### config.mk
export PLATFORM = sky130hd
export DESIGN_NAME = cmdsrc_arb
export DESIGN_NICKNAME = d
export VERILOG_FILES = /design/src/rtl/cmdsrc_pkg.sv /design/src/rtl/cmdsrc_regs.sv /design/src/rtl/cmdsrc_own.sv /design/src/rtl/cmdsrc_gate.sv /design/src/rtl/cmdsrc_arb.sv
export SDC_FILE = /design/constraint.sdc
export NUM_CORES = 1
export LEC_CHECK = 0
export BUFFER_PORTS_ARGS = -buffer_cell sky130_fd_sc_hd__buf_2
export CORE_MARGIN = 2
export CORE_UTILIZATION = 44
export CTS_CLUSTER_SIZE = 25
export DETAILED_ROUTE_END_ITERATION = 10
export HOLD_SLACK_MARGIN = 0.03
export PLACE_DENSITY = 0.84
export SETUP_SLACK_MARGIN = 0.3
export SLEW_MARGIN = 0
export SYNTH_ARGS = -nofsm -noshare
export SYNTH_HDL_FRONTEND = slang
export SYNTH_SLANG_ARGS = --single-unit
export TNS_END_PERCENT = 30
### constraint.sdc
create_clock -name clk -period 1.4 [get_ports clk]
set_input_delay 0.28 -clock clk [delete_from_list [all_inputs] [get_ports clk]]
set_output_delay 0.28 -clock clk [all_outputs]
set_load 0.01 [all_outputs]
### src/rtl/cmdsrc_pkg.sv
package cmdsrc_pkg;
   // master identifiers carried with each access
   typedef enum logic [1:0] {
      MST_PRIMARY = 2'd0,
      MST_HOST    = 2'd1,
      MST_COPRO   = 2'd2,
      MST_RSVD    = 2'd3
   } master_e;

   // target classes of an access
   typedef enum logic [1:0] {
      TGT_GUARDED = 2'd0,
      TGT_SRC_LO  = 2'd1,
      TGT_SRC_HI  = 2'd2,
      TGT_OPEN    = 2'd3
   } target_e;

   localparam int unsigned LANE_W   = 8;
   localparam logic [1:0]  CODE_BAD = 2'b11;
endpackage

### src/rtl/cmdsrc_regs.sv
module cmdsrc_regs
   import cmdsrc_pkg::*;
#(
   parameter int unsigned NG = 4
) (
   input  logic            clk,
   input  logic            rst_n,
   input  logic            wr_lo,
   input  logic            wr_hi,
   input  logic [NG-1:0]   lane_en,
   input  logic [NG-1:0]   wr_bits,
   input  logic            err_clr,
   output logic [2*NG-1:0] code,
   output logic            ill_err
);
   logic [NG-1:0] lo_q;
   logic [NG-1:0] hi_q;
   logic [NG-1:0] bad_grp;
   logic          any_bad;
   logic          err_q;

   for (genvar g = 0; g < NG; g++) begin : g_grp
      always_ff @(posedge clk or negedge rst_n) begin
         if (!rst_n) begin
            lo_q[g] <= 1'b0;
            hi_q[g] <= 1'b0;
         end else begin
            if (wr_lo && lane_en[g]) lo_q[g] <= wr_bits[g];
            if (wr_hi && lane_en[g]) hi_q[g] <= wr_bits[g];
         end
      end
      assign code[2*g+1:2*g] = {hi_q[g], lo_q[g]};
      assign bad_grp[g]      = ({hi_q[g], lo_q[g]} == CODE_BAD);
   end

   assign any_bad = |bad_grp;

   always_ff @(posedge clk or negedge rst_n) begin
      if (!rst_n) err_q <= 1'b0;
      else        err_q <= (err_q & ~err_clr) | any_bad;
   end

   assign ill_err = err_q;
endmodule

### src/rtl/cmdsrc_own.sv
module cmdsrc_own
   import cmdsrc_pkg::*;
#(
   parameter int unsigned NG = 4
) (
   input  logic [2*NG-1:0] code,
   input  logic [1:0]      master,
   input  logic [1:0]      target,
   output logic [NG-1:0]   perm
);
   logic [NG-1:0] owned;
   logic          is_primary;

   assign is_primary = (master == MST_PRIMARY);

   for (genvar g = 0; g < NG; g++) begin : g_own
      logic [1:0] c;
      assign c        = code[2*g+1:2*g];
      assign owned[g] = (c == master) && (c != CODE_BAD);
   end

   always_comb begin
      unique case (target)
         TGT_GUARDED:         perm = owned;
         TGT_SRC_LO,
         TGT_SRC_HI:          perm = {NG{is_primary}};
         default:             perm = {NG{1'b1}};
      endcase
   end
endmodule

### src/rtl/cmdsrc_gate.sv
module cmdsrc_gate
   import cmdsrc_pkg::*;
#(
   parameter int unsigned DATA_W  = 32,
   parameter bit          REG_OUT = 1'b1,
   localparam int unsigned NG     = DATA_W / LANE_W
) (
   input  logic              clk,
   input  logic              rst_n,
   input  logic              acc_valid,
   input  logic              acc_write,
   input  logic [1:0]        acc_target,
   input  logic [NG-1:0]     acc_be,
   input  logic [DATA_W-1:0] acc_data,
   input  logic [NG-1:0]     perm,
   output logic              fwd_valid,
   output logic              fwd_write,
   output logic [1:0]        fwd_target,
   output logic [NG-1:0]     fwd_be,
   output logic [DATA_W-1:0] fwd_data,
   output logic              wr_reject
);
   logic [NG-1:0] allow_be;
   logic [NG-1:0] deny_be;
   logic          is_src;
   logic          n_valid;
   logic [NG-1:0] n_be;
   logic          n_rej;

   always_comb begin
      allow_be = acc_be & perm;
      deny_be  = acc_be & ~perm;
      is_src   = (acc_target == TGT_SRC_LO) || (acc_target == TGT_SRC_HI);
      n_valid  = acc_valid && !is_src && (!acc_write || (|allow_be));
      n_be     = acc_write ? allow_be : acc_be;
      n_rej    = acc_valid && acc_write && (|deny_be);
   end

   if (REG_OUT) begin : g_reg
      always_ff @(posedge clk or negedge rst_n) begin
         if (!rst_n) begin
            fwd_valid  <= 1'b0;
            fwd_write  <= 1'b0;
            fwd_target <= 2'd0;
            fwd_be     <= '0;
            fwd_data   <= '0;
            wr_reject  <= 1'b0;
         end else begin
            fwd_valid  <= n_valid;
            fwd_write  <= acc_write;
            fwd_target <= acc_target;
            fwd_be     <= n_be;
            fwd_data   <= acc_data;
            wr_reject  <= n_rej;
         end
      end
   end else begin : g_comb
      assign fwd_valid  = n_valid;
      assign fwd_write  = acc_write;
      assign fwd_target = acc_target;
      assign fwd_be     = n_be;
      assign fwd_data   = acc_data;
      assign wr_reject  = n_rej;
   end
endmodule

### src/rtl/cmdsrc_arb.sv
module cmdsrc_arb
   import cmdsrc_pkg::*;
#(
   parameter int unsigned DATA_W  = 32,
   parameter bit          REG_OUT = 1'b1,
   localparam int unsigned NG     = DATA_W / LANE_W
) (
   input  logic              clk,
   input  logic              rst_n,
   input  logic              acc_valid,
   input  logic              acc_write,
   input  logic [1:0]        acc_master,
   input  logic [1:0]        acc_target,
   input  logic [NG-1:0]     acc_be,
   input  logic [DATA_W-1:0] acc_data,
   input  logic              err_clr,
   output logic              fwd_valid,
   output logic              fwd_write,
   output logic [1:0]        fwd_target,
   output logic [NG-1:0]     fwd_be,
   output logic [DATA_W-1:0] fwd_data,
   output logic              wr_reject,
   output logic              illegal_err,
   output logic [2*NG-1:0]   src_code
);
   if (DATA_W % LANE_W != 0) begin : g_bad_width
      $error("DATA_W must be a whole number of byte lanes");
   end
   if (DATA_W < LANE_W) begin : g_too_narrow
      $error("DATA_W must hold at least one group");
   end

   logic          src_ok;
   logic          wr_lo;
   logic          wr_hi;
   logic [NG-1:0] wr_bits;
   logic [NG-1:0] perm;

   assign src_ok = acc_valid && acc_write && (acc_master == MST_PRIMARY);
   assign wr_lo  = src_ok && (acc_target == TGT_SRC_LO);
   assign wr_hi  = src_ok && (acc_target == TGT_SRC_HI);

   for (genvar g = 0; g < NG; g++) begin : g_bits
      assign wr_bits[g] = acc_data[g*LANE_W];
   end

   cmdsrc_regs #(.NG(NG)) u_regs (
      .clk     (clk),
      .rst_n   (rst_n),
      .wr_lo   (wr_lo),
      .wr_hi   (wr_hi),
      .lane_en (acc_be),
      .wr_bits (wr_bits),
      .err_clr (err_clr),
      .code    (src_code),
      .ill_err (illegal_err)
   );

   cmdsrc_own #(.NG(NG)) u_own (
      .code   (src_code),
      .master (acc_master),
      .target (acc_target),
      .perm   (perm)
   );

   cmdsrc_gate #(.DATA_W(DATA_W), .REG_OUT(REG_OUT)) u_gate (
      .clk        (clk),
      .rst_n      (rst_n),
      .acc_valid  (acc_valid),
      .acc_write  (acc_write),
      .acc_target (acc_target),
      .acc_be     (acc_be),
      .acc_data   (acc_data),
      .perm       (perm),
      .fwd_valid  (fwd_valid),
      .fwd_write  (fwd_write),
      .fwd_target (fwd_target),
      .fwd_be     (fwd_be),
      .fwd_data   (fwd_data),
      .wr_reject  (wr_reject)
   );
endmodule

# == Word level (Yosys, flattened, before mapping) ==
# Index checks and enable logic that the tools add are counted.
# word_totals
reg_bits,50
output_inout_bits,50
word_cells,66
# op_classes
eq_ne,14
muxes,2
bitwise_logic,6
n_reduce_logical,29
# op_table
operator,n
$logic_and 1x1->1,19
$reduce_or 4->1,3
$eq 2x2->1 const B,5
$and 4x4->4,2
$eq 2x2->1,4
$ne 2x2->1 const B,4
$pmux 4 s2,1
$logic_not 2->1,2
$mux 4,1
$not 4->4,1
$eq 2x1->1 const B,1
$logic_not 1->1,2
$logic_or 1x1->1,2
$reduce_or 2->1,1
$and 1x1->1,1
$not 1->1,1
$or 1x1->1,1

# == Logic depth before layout (Yosys ltp) ==
# Gate-level depths: netlist of the first run.
# logic_depth
ltp_word,7
ltp_mapped,7

# == Modules after synthesis ==
# Synthesis of the first run repeated with hierarchy kept, for this count alone.
# unflattened
cells_unflattened,113
area_unflattened_um2,1721.7
# by_module_without_submodules
mod,instances,cells_per_inst,area_per_inst_um2
cmdsrc_gate,1,58,1134.8
cmdsrc_regs,1,29,371.6
cmdsrc_own,1,23,188.9
cmdsrc_arb,1,3,26.3

# == Worst setup path before layout of the first run ==
# No wires, ideal clock.
# synth_path
path_kind,input to register
from,input acc_target[0]
to,register u_gate.fwd_valid
setup_ns,0.126
t_arrival_ns,1.418
setup_slack_ns,-0.144
cell_stages,7
path_cell_list,inv_1 ha_1 clkbuf_2 nor2b_1 a32oi_1 nor2_1 o311a_1
# synth_via
elab_chain_len,7
# synth_lines
element,line_no,text
start: declaration,cmdsrc_arb.sv:13,"input logic [1:0] acc_target,"
$eq 2x1->1 or $eq 2x2->1 (tied branches),"cmdsrc_own.sv:23, cmdsrc_gate.sv:33",
$reduce_or 2->1,cmdsrc_own.sv:23,unique case (target)
$pmux 4 s2,cmdsrc_own.sv:23,
$and 4x4->4,cmdsrc_gate.sv:31,allow_be = acc_be & perm;
$reduce_or 4->1,cmdsrc_gate.sv:34,n_valid = acc_valid && !is_src && (!acc_write || (|allow_be));
$logic_or 1x1->1,cmdsrc_gate.sv:34,
$logic_and 1x1->1 (*),cmdsrc_gate.sv:34,
named net u_gate.n_valid,cmdsrc_gate.sv:26,logic n_valid;
end signal: assignment,cmdsrc_gate.sv:49,fwd_valid <= n_valid;
end: declaration,cmdsrc_gate.sv:16,"output logic fwd_valid,"
# Mark *: on every way through the listed nets, which the timed path passes. The rest lies on a longest branch.
# A chain may end at the register's enable or synchronous reset.

# == Final worst setup path of the first run ==
# layout_path
from,"register u_regs.lo_q[2], in the netlist u_regs.code[4]"
to,register u_gate.fwd_valid
# layout_via
elab_chain_len,7
# layout_lines
element,line_no,text
start: declaration,cmdsrc_regs.sv:16,logic [NG-1:0] lo_q;
start signal: indexed assignment,cmdsrc_regs.sv:28,if (wr_lo && lane_en[g]) lo_q[g] <= wr_bits[g];
$eq 2x2->1 or $ne 2x2->1 (tied branches),cmdsrc_own.sv:19,assign owned[g] = (c == master) && (c != CODE_BAD);
$logic_and 1x1->1 (*),cmdsrc_own.sv:19,
$pmux 4 s2 (*),cmdsrc_own.sv:23,
$and 4x4->4 (*),cmdsrc_gate.sv:31,
$reduce_or 4->1 (*),cmdsrc_gate.sv:34,
$logic_or 1x1->1 (*),cmdsrc_gate.sv:34,
$logic_and 1x1->1 (*),cmdsrc_gate.sv:34,
named net u_gate.n_valid,cmdsrc_gate.sv:26,
# Marked as above.

==> results.toml, run 1 <==
[min_path]
hold_path_depth = 1
hold_path.class = "in2reg"

[sta]
fin_crit_ps = 1350
tightest_slew_ps = 312
timing.final.crit_share_pct = 96.8
maxSlewViolCount = 0
fmaxAchievable_mhz = 738
rsz0062_at_grt = "true"
final_hold_viol_count = 0
max_slew_margin_pct = 79.1
worst_slack_ps = 45.3
clock_skew_ps = 9.10
setup_violations = 0

[grt]
overflow = 0
grt_pass1_wl_mm = 6.33
grt_max_degree = 28
grt_antenna_before_repair = 0
grt_usage_pct = 18.5
grt_pass1_vias = 1409

[cells_and_area]
fin_nets = 304
final_cell_mix = "buf_2 (76), dfrtp_1 (42), buf_6 (26)"
drive_above_1_share_pct = 70.3
fillCellCount = 241
mostFrequentLayoutCell = "buf_2"
regArea_mm2 = 0.00126
antenna_cells = 0
multi_input_area_um2 = 733
fin_cells = 306
area_growth_pct = 67.0

[floorplanning]
core_area_mm2 = 0.00403
io_pins = 95
die_h_um = 68.8
start_util_pct = 45.9
die_w_um = 68.8
die_area_mm2 = 0.00474
row_count = 23

[setup_path]
worstSetupEndpointType = "flop"
reg2reg_from = "u_regs.code[4]"
worstPathCellList = "xnor2_2, a221oi_2, nand3_1, o311a_1"
path_max_fanout = 4
rr_worst_depth = 4
r2r_end = "u_gate.fwd_valid"
start_kind = "flop"
cp.required_ps = 1590
reg2reg_slack_ps = 50
worstSetupPathType = "reg2reg"
cp.arrival_ps = 1550
cp_slowest_cell = "dfrtp_2"
cpPeakStageDelay_ps = 460
startpoint = "u_regs.code[4]"
cp-endpoint = "u_gate.fwd_valid"

[power_and_ir_drop]
switching_share_pct = 25.6
pwr-share-comb_pct = 21.6
vdd_drop_max_v = 0.000677
powerDensity_mw_per_mm2 = 1050
p_seq_share_pct = 50.4
leakagePower_uw = 0.00155
pwr-share-clk_pct = 27.9
internal_power_uw = 2410
p_sw_uw = 830

[detailed_routing]
wl_mm = 4.46
dr.first_iter.drc_count = 24
first_pass_iters = 4
wl_per_cell_um = 14.6
num_vias = 1484
drc = 0
final_antenna_net_count = 0
avgViaCountPerCell = 4.85

[run]
maxCapViolCount = 0

[synth]
synth_area_mm2 = 0.00185
yosys_register_bits = 50
yosysWarnings = 0
syn_inst = 125
synth_cell_types = 32
synth.avg_cell_area_um2 = 14.8
syn_nets = 174
yosysSeqAreaShare_pct = 67.7

[cts]
clkSlewWorstSetupHoldPaths_ps = 90
insertion_delay_ps = 300
cts_tree = "yes"
cts.sinks = 50
clockRootBuffer = "clkbuf_8"
cts_buffer_depth = 2
htreeDepth = 2
numCtsBuffers = 5

[place]
dpl_worst_slack_ps = -238
dp_cells = 288
dpl.hpwl_mm = 3.19
io_buffer_count = 94
gp_congestion = 0.808

[run_status]
status = "finished clean"
[sequential cells by signal, summed over array words and instances, names as in the netlist]
register / flops
u_regs.code: 8
u_gate.fwd_valid: 1
u_regs.ill_err: 1
u_gate.fwd_write: 1
u_gate.fwd_target: 2
u_gate.wr_reject: 1
u_gate.fwd_data: 32
u_gate.fwd_be: 4
[critical path: cells and delay by family (launching register included)]
kind | cells | cell delay, ps
AOI/OAI and AO/OA | 2 | 530
and+or+nand+nor | 1 | 100
xor gates and xnor gates | 1 | 170
DFF | 1 | 460
[what timing repair did]
| action | 4_1_cts | 5_1_grt |
|---|---|---|
| gates cloned | 0 | 0 |
| buffers inserted | 4 | 5 |
| hold buffers | 1 | 0 |
| hold endpoints to repair | 7 | 0 |
| gates resized for setup | 15 | 57 |
| setup endpoints to repair | 25 | 58 |
| pin swaps | 6 | 17 |
[how the worst min path moves through the flow]
| stage | startpoint | end | slack (ps) |
|---|---|---|---|
| detailed placement | rst_n | u_gate.fwd_data[16] | 150 |
| floorplan | rst_n | u_gate.fwd_be[0] | -20 |
| global route | acc_data[19] | u_gate.fwd_data[19] | 60 |
| global placement | rst_n | u_gate.fwd_data[16] | 150 |
| finish | acc_data[3] | u_gate.fwd_data[3] | 90 |
| CTS | acc_data[18] | u_gate.fwd_data[18] | 70 |
[cell usage after synthesis, drive strengths merged]
cell type / n / area, um^2
a22oi: 1 / 7.51
a31oi: 1 / 6.26
o211ai: 1 / 7.51
ha: 4 / 50.1
clkbuf: 1 / 5.00
inv: 6 / 22.5
a21oi: 1 / 5.00
o311a: 1 / 10.0
nor4b: 2 / 47.6
nor3b: 4 / 30.0
a21boi: 3 / 22.5
or2: 1 / 6.26
a222oi: 1 / 10.0
mux2: 8 / 90.1
and3b: 2 / 18.8
dfrtp: 50 / 1250
a211oi: 1 / 7.51
xnor2: 4 / 35.0
nor2b: 4 / 32.5
nor4bb: 2 / 20.0
nand4b: 1 / 8.76
nand2: 10 / 37.5
nor2: 4 / 15.0
a221oi: 1 / 15.0
buf: 2 / 22.5
o32ai: 1 / 8.76
nand2b: 1 / 6.26
nand3: 3 / 15.0
a32oi: 4 / 35.0
[layout make-up]
class / count / area share, %
clock inverters: 1 / 0.284
repair buffers: 126 / 28.6
multi-input cells: 66 / 23.7
flip-flops and latches: 50 / 40.8
inverters: 6 / 1.38
clock buffers: 7 / 3.12
well taps: 50 / 2.03
[power by group through the flow]
| stage | combinational, uW | sequential (uW) | clock, uW |
|---|---|---|---|
| detailed placement | 526 | 1640 | 0 |
| finish | 701 | 1630 | 904 |
| floorplan | 169 | 1690 | 0 |
| global placement | 512 | 1630 | 0 |
| global route | 754 | 1640 | 991 |
| CTS | 580 | 1610 | 926 |
[per-stage QoR]
step	TNS, ps	power [uW]	hold slack [ps]	utilization, %	instance area, um^2
after global routing	-46.5	3390	64.6	76.6	3090
after floorplan	-90.8	1860	-15.6	-	1930
after CTS	0	3120	73.4	69.8	2810
final	0	3240	86.2	76.6	3090
after detailed placement	-1640	2160	152	64.6	2600
after global placement	-1420	2140	148	64.6	2600
[layer usage]
| metal | wire, um | track usage [%] | vias up |
|---|---|---|---|
| li1 | - | - | 697 |
| met1 | 1770 | 22.5 | 708 |
| met2 | 2230 | 31.4 | 72 |
| met3 | 415 | 6.33 | 7 |
| met4 | 52 | 5.39 | 0 |
| met5 | 0 | 0 | - |
[logic make-up after synthesis]
logic type,Yosys count,share of synthesized area [%]
adders and majority gates,4,2.71
AOI/OAI and AO/OA,16,7.31
xor gates and xnor gates,4,1.89
buffers and inverters,9,2.71
and+or+nand+nor,34,12.9
DFF,50,67.7
muxes,8,4.87
No activity file was read; power rests on OpenSTA's default activity.
==> run 2, diff against run 1 <==
--- a/config.mk
+++ b/config.mk
@@ -5,6 +5,7 @@
 export SDC_FILE = /design/constraint.sdc
 export NUM_CORES = 1
 export LEC_CHECK = 0
+export ABC_AREA = 0
 export BUFFER_PORTS_ARGS = -buffer_cell sky130_fd_sc_hd__buf_2
 export CORE_MARGIN = 2
 export CORE_UTILIZATION = 44
==> constraint.sdc (replaced) <==
create_clock -name clk -period 1.3 [get_ports clk]
set_input_delay 0.26 -clock clk [delete_from_list [all_inputs] [get_ports clk]]
set_output_delay 0.26 -clock clk [all_outputs]
set_load 0.01 [all_outputs]
==> run 2 against run 1 <==
The flow now finishes with violations (negative setup slack). Die area unchanged. Clock power is 21% higher. Sequential power rose by 6%. Clock skew barely moved. Maximum frequency down 2.8%. Total power rose by 11%. Final area decreased by 0.24%. Combinational power increased by 12%. Critical path type unchanged. Highest routed layer unchanged.
==> results.toml, run 2 (synthesis gave the netlist of run 1 again) <==
[place]
place_area_mm2 = 0.00264
gp_congestion = 0.832
io_buffer_count = 94
dpl.hpwl_mm = 3.38

[floorplanning]
core_area_mm2 = 0.00403
row_count = 23
start_util_pct = 45.9
die_h_um = 68.8
die_area_mm2 = 0.00474
die_w_um = 68.8
io_pins = 95

[setup_path]
cp.required_ps = 1490
reg2reg_from = "u_regs.code[0]"
worstPathCellList = "xnor2_2, a221oi_2, nand3_1, o311a_1"
r2r_end = "u_gate.fwd_valid"
worstSetupEndpointType = "flop"
crit_family = "compound AO/OA/AOI/OAI gates"
worstSetupPathType = "reg2reg"
start_kind = "flop"
reg2reg_slack_ps = -90
cpPeakStageDelay_ps = 450
path_max_fanout = 3
rr_worst_depth = 4
crit_buf_inv = 0
cp_slowest_cell = "dfrtp_2"
cp.arrival_ps = 1580

[power_and_ir_drop]
p_seq_share_pct = 48.1
switching_share_pct = 25.5
vdd_drop_max_v = 0.000609
pwr-share-clk_pct = 30.2
internal_power_uw = 2690
p_sw_uw = 920
leakagePower_uw = 0.00155
pwr-share-comb_pct = 21.7
powerDensity_mw_per_mm2 = 1170

[sta]
rsz0062_at_grt = "true"
timing.final.crit_share_pct = 107
clock_skew_ps = 9.59
fin_crit_ps = 1390
tightest_slew_ps = 313
max_slew_margin_pct = 78.8
final_hold_viol_count = 0
hold_ws_ps = 59.6
fmaxAchievable_mhz = 717
worst_slack_ps = -94.2
maxSlewViolCount = 0
setup_violations = 4
setup_tns_ps = -234

[detailed_routing]
wl_mm = 4.85
avgViaCountPerCell = 4.92
wl_per_cell_um = 15.6
first_pass_iters = 4
drc = 0
dr.first_iter.drc_count = 56
num_vias = 1531
final_antenna_net_count = 0

[grt]
grt_antenna_before_repair = 0
grt_max_degree = 28
grt_pass1_wl_mm = 7.14
grt_usage_pct = 20.8
grt_pass1_vias = 1522
overflow = 0

[cts]
cts.sinks = 50
numCtsBuffers = 5
clkSlewWorstSetupHoldPaths_ps = 90
htreeDepth = 2
cts_buffer_depth = 2
clockRootBuffer = "clkbuf_8"
cts_tree = "yes"
insertion_delay_ps = 300

[run]
maxCapViolCount = 0

[cells_and_area]
fin_area_mm2 = 0.00308
largest_register_ffs = 32
antenna_cells = 0
mostFrequentLayoutCell = "buf_2"
drive_above_1_share_pct = 66.7
final_core_util_pct = 76.5
area_growth_pct = 66.6
largest-register = "u_gate.fwd_data"
final_cell_mix = "buf_2 (79), dfrtp_1 (48), buf_6 (26)"
fin_nets = 309

[run_status]
violations = "negative setup slack"
status = "complete, but fails checks"

[min_path]
min_to = "u_gate.fwd_data[3]"
hp-start = "acc_data[3]"
hold_path_depth = 1
hold_path.class = "in2reg"
==> run 2: layer usage <==
| layer | share of wire, % | track usage, % | vias to the layer above |
|---|---|---|---|
| met5 | 0 | 0 | - |
| met4 | 1.2 | 6.37 | 0 |
| met3 | 10 | 7.14 | 8 |
| met2 | 51 | 35.2 | 83 |
| met1 | 38 | 25.1 | 730 |
| li1 | - | - | 710 |
==> run 2: cell type report <==
class                   instances  area (um^2)
repair buffers                131          906
multi-input cells              66          703
well taps                      50         62.6
clock buffers                   5         68.8
fillers                       274          948
clock inverters                 3         43.8
flip-flops and latches         50         1250
inverters                       6         42.5
==> run 2: what timing repair did <==
action / CTS / global route
buffers inserted: 8 / 1
pin swaps: 19 / 6
endpoints found under the setup margin: 65 / 65
gates resized for setup: 44 / 13
endpoints found under the hold margin: 11 / 0
hold buffers: 1 / 0
==> run 2: how the worst max path moves through the flow <==
stage	from	cells past startpoint	end
floorplan	acc_target[1]	7	u_gate.fwd_valid
global placement	acc_target[1]	7	u_gate.fwd_valid
global route	u_regs.code[4]	4	u_gate.fwd_valid
CTS	u_regs.code[0]	4	u_gate.fwd_valid
finish	u_regs.code[0]	4	u_gate.fwd_valid
detailed placement	acc_target[1]	7	u_gate.fwd_valid
==> run 2: power groups by stage <==
stage | Combinational, uW | Sequential (uW) | Clock [uW]
5_1_grt | 846 | 1750 | 1200
3_3_place_gp | 584 | 1750 | 0
3_5_place_dp | 601 | 1750 | 0
4_1_cts | 740 | 1730 | 1130
2_1_floorplan | 182 | 1820 | 0
6_report | 785 | 1730 | 1090
==> run 2: through the flow <==
| step | instances | setup slack, ps | total power, uW |
|---|---|---|---|
| global route | 311 | -133 | 3790 |
| global placement | 293 | -292 | 2330 |
| finish | 311 | -94.2 | 3610 |
| floorplan | 125 | -171 | 2000 |
| detailed placement | 293 | -346 | 2350 |
| CTS | 310 | -72.3 | 3600 |
==> run 3, diff against run 2 <==
--- a/config.mk
+++ b/config.mk
@@ -8,14 +8,14 @@
 export ABC_AREA = 0
 export BUFFER_PORTS_ARGS = -buffer_cell sky130_fd_sc_hd__buf_2
 export CORE_MARGIN = 2
-export CORE_UTILIZATION = 44
+export CORE_UTILIZATION = 46
 export CTS_CLUSTER_SIZE = 25
 export DETAILED_ROUTE_END_ITERATION = 10
 export HOLD_SLACK_MARGIN = 0.03
-export PLACE_DENSITY = 0.84
-export SETUP_SLACK_MARGIN = 0.3
+export PLACE_DENSITY = 0.88
 export SLEW_MARGIN = 0
 export SYNTH_ARGS = -nofsm -noshare
 export SYNTH_HDL_FRONTEND = slang
+export SYNTH_HIERARCHICAL = 1
 export SYNTH_SLANG_ARGS = --single-unit
 export TNS_END_PERCENT = 30
==> constraint.sdc (replaced) <==
create_clock -name clk -period 1.7 [get_ports clk]
set_input_delay 0.34 -clock clk [delete_from_list [all_inputs] [get_ports clk]]
set_output_delay 0.34 -clock clk [all_outputs]
set_load 0.01 [all_outputs]
==> run 3 against run 2 <==
The flow now finishes without violations. Clock skew increased by 0.85 ps. Sequential power decreased by 24%. Sequential share of layout area increased by 11 points. Clock-buffer cell count unchanged. Final area decreased by 21%. First-iteration DRC count increased by 34%. Total power decreased by 30%. Sequential cell count unchanged.
==> results.toml, run 3 <==
[run_status]
status = "finished clean"

[sta]
rsz0062_at_grt = "false"
tightest_slew_ps = 424
final_hold_viol_count = 0
maxSlewViolCount = 0
clock_skew_ps = 10.4
max_slew_margin_pct = 71.7
timing.final.crit_share_pct = 88.4
fin_crit_ps = 1500
hold_ws_ps = 131
setup_violations = 0
fmaxAchievable_mhz = 666

[synth]
synth_area_leaders = "dfrtp_1 (73%), mux2_1 (5.2%), nand4b_1 (2.0%), nand2_1 (2.0%), a22oi_1 (1.7%)"
yosysMostFrequentCell = "dfrtp_1"
synth.avg_cell_area_um2 = 15.2
synth_common_cells = "dfrtp_1 (50), nand2_1 (9), mux2_1 (8)"
synth_edf_count = 0
synth-main-ff-cell = "dfrtp_1"
yosys.area.top_type_share_pct = 72.7
yosysSeqAreaShare_pct = 72.7
synth_area_mm2 = 0.00172
syn_nets = 160
yosysWarnings = 6
syn_inst = 113
synth_top_cell_by_area = "dfrtp_1"
yosys_register_bits = 50
synth_cell_types = 25
synthArstFlopShare_pct = 100

[floorplanning]
row_count = 22
die_w_um = 65.2
start_util_pct = 47.4
die_area_mm2 = 0.00425
io_pins = 95
core_area_mm2 = 0.00363
die_h_um = 65.2

[power_and_ir_drop]
leakagePower_uw = 0.00128
vdd_drop_max_v = 0.000674
powerDensity_mw_per_mm2 = 1030

[detailed_routing]
num_vias = 1313
wl_mm = 4.06
avgViaCountPerCell = 4.85
wl_per_cell_um = 15.0
drc = 0
first_pass_iters = 4
dr.first_iter.drc_count = 75
final_antenna_net_count = 0

[grt]
grt_pass1_vias = 1313
grt_usage_pct = 20.1
grt_max_degree = 23
grt_pass1_wl_mm = 6.04
overflow = 0
grt_antenna_before_repair = 0

[cells_and_area]
largest_register_ffs = 32
mostFrequentLayoutCell = "buf_2"
largest-register = "u_gate/fwd_data"
drive_above_1_share_pct = 51.1
multi_input_area_um2 = 433
fin_area_mm2 = 0.00244
regArea_mm2 = 0.00125
fin_nets = 269
fillCellCount = 266
area_growth_pct = 41.8
antenna_cells = 0
final_cell_mix = "buf_2 (94), dfrtp_1 (50), nand2_1 (9)"

[place]
place_area_mm2 = 0.00231
io_buffer_count = 94
dpl.hpwl_mm = 3.16
gp_congestion = 0.822

[setup_path]
path_max_fanout = 4
start_kind = "primary input"
worstSetupEndpointType = "flop"
cp.required_ps = 1890
worstSetupPathType = "in2reg"
cp.arrival_ps = 1690

[cts]
clkSlewWorstSetupHoldPaths_ps = 100
clockRootBuffer = "clkbuf_8"
cts_tree = "yes"
insertion_delay_ps = 310
cts.sinks = 50
htreeDepth = 2
cts_resized = 0
cts_buffer_depth = 2
numCtsBuffers = 5

[run]
maxCapViolCount = 0

[min_path]
hold_path.class = "in2reg"
run 3: cell count changes after synthesis, moves of 3 or more:
cell	change
nand4b_1	+3
a32oi_1	-4
a22oi_1	+3
mux2_1	+8
nor2b_1	-3
xor2_1	+3
mux2_2	-8
run 3: area by class of cell:
class / count / area share, %
Clock buffer: 5 / 2.82
Multi-Input combinational cell: 55 / 17.7
Sequential cell: 50 / 51.3
Timing Repair Buffer: 103 / 22.7
Tap cell: 48 / 2.46
Inverter: 7 / 1.08
Clock inverter: 3 / 2.00
run 3: stage by stage:
step / TNS [ps] / std cells / power, uW / util (%) / setup WS (ps)
2_1_floorplan: 0 / 113 / 1480 / - / 138
3_3_place_gp: -48.5 / 262 / 1680 / 63.7 / -48.5
3_5_place_dp: -176 / 262 / 1690 / 63.7 / -122
4_1_cts: 0 / 271 / 2530 / 67.2 / 203
5_1_grt: 0 / 271 / 2620 / 67.2 / 121
6_report: 0 / 271 / 2510 / 67.2 / 198
run 3: worst paths after layout:
kind	startpoint	endpoint	slack, ps	cells after the start
max	acc_target[0]	u_gate/fwd_valid	200	8
min	acc_data[2]	u_gate/fwd_data[2]	130	1
max reg2reg	u_regs/code[2]	u_gate/wr_reject	220	5
min reg2reg	u_regs/ill_err	u_regs/ill_err	530	2
max in group asynchronous	rst_n	u_gate/fwd_valid	700	3
min in group asynchronous	rst_n	u_gate/fwd_data[2]	490	2
run 3: report_power, final:
group | switching, uW | internal (uW) | total, uW | leakage [uW]
Sequential | 49.7 | 1270 | 1320 | 0.000603
Clock | 393 | 448 | 841 | 0.0000563
Combinational | 185 | 161 | 347 | 0.000620
run 3: cell families (layout without fill, tap and decap cells):
| family | count (synthesis) | count (layout) | synth area share, % |
|---|---|---|---|
| buffers and inverters | 8 | 118 | 2.18 |
| and+or+nand+nor | 24 | 24 | 8.07 |
| DFF | 50 | 50 | 72.7 |
| adders and majority gates | 2 | 2 | 1.45 |
| muxes | 8 | 8 | 5.23 |
| xor gates and xnor gates | 5 | 5 | 2.54 |
| AOI/OAI and AO/OA | 16 | 16 | 7.85 |
run 3: metal layers:
metal / vias up / global-route usage, % / part of all wire (%)
li1: 612 / - / -
met1: 637 / 19.8 / 35
met2: 55 / 37.1 / 55
met3: 9 / 5.99 / 7.1
met4: 0 / 11.2 / 2.3
met5: - / 0 / 0
run 3: worst max-delay path, cell delays in order:
cell      delay, ps
buf_2           100
inv_1            40
ha_1            290
a21oi_2         220
o311ai_1        170
a22oi_2         180
o211ai_1        110
o211a_1         230
run 3: what timing repair did:
item                                   in CTS  in global routing
setup endpoints to repair                   0                  0
hold buffers                                1                  0
endpoints found under the hold margin      16                  0
buffers inserted                            0                  0
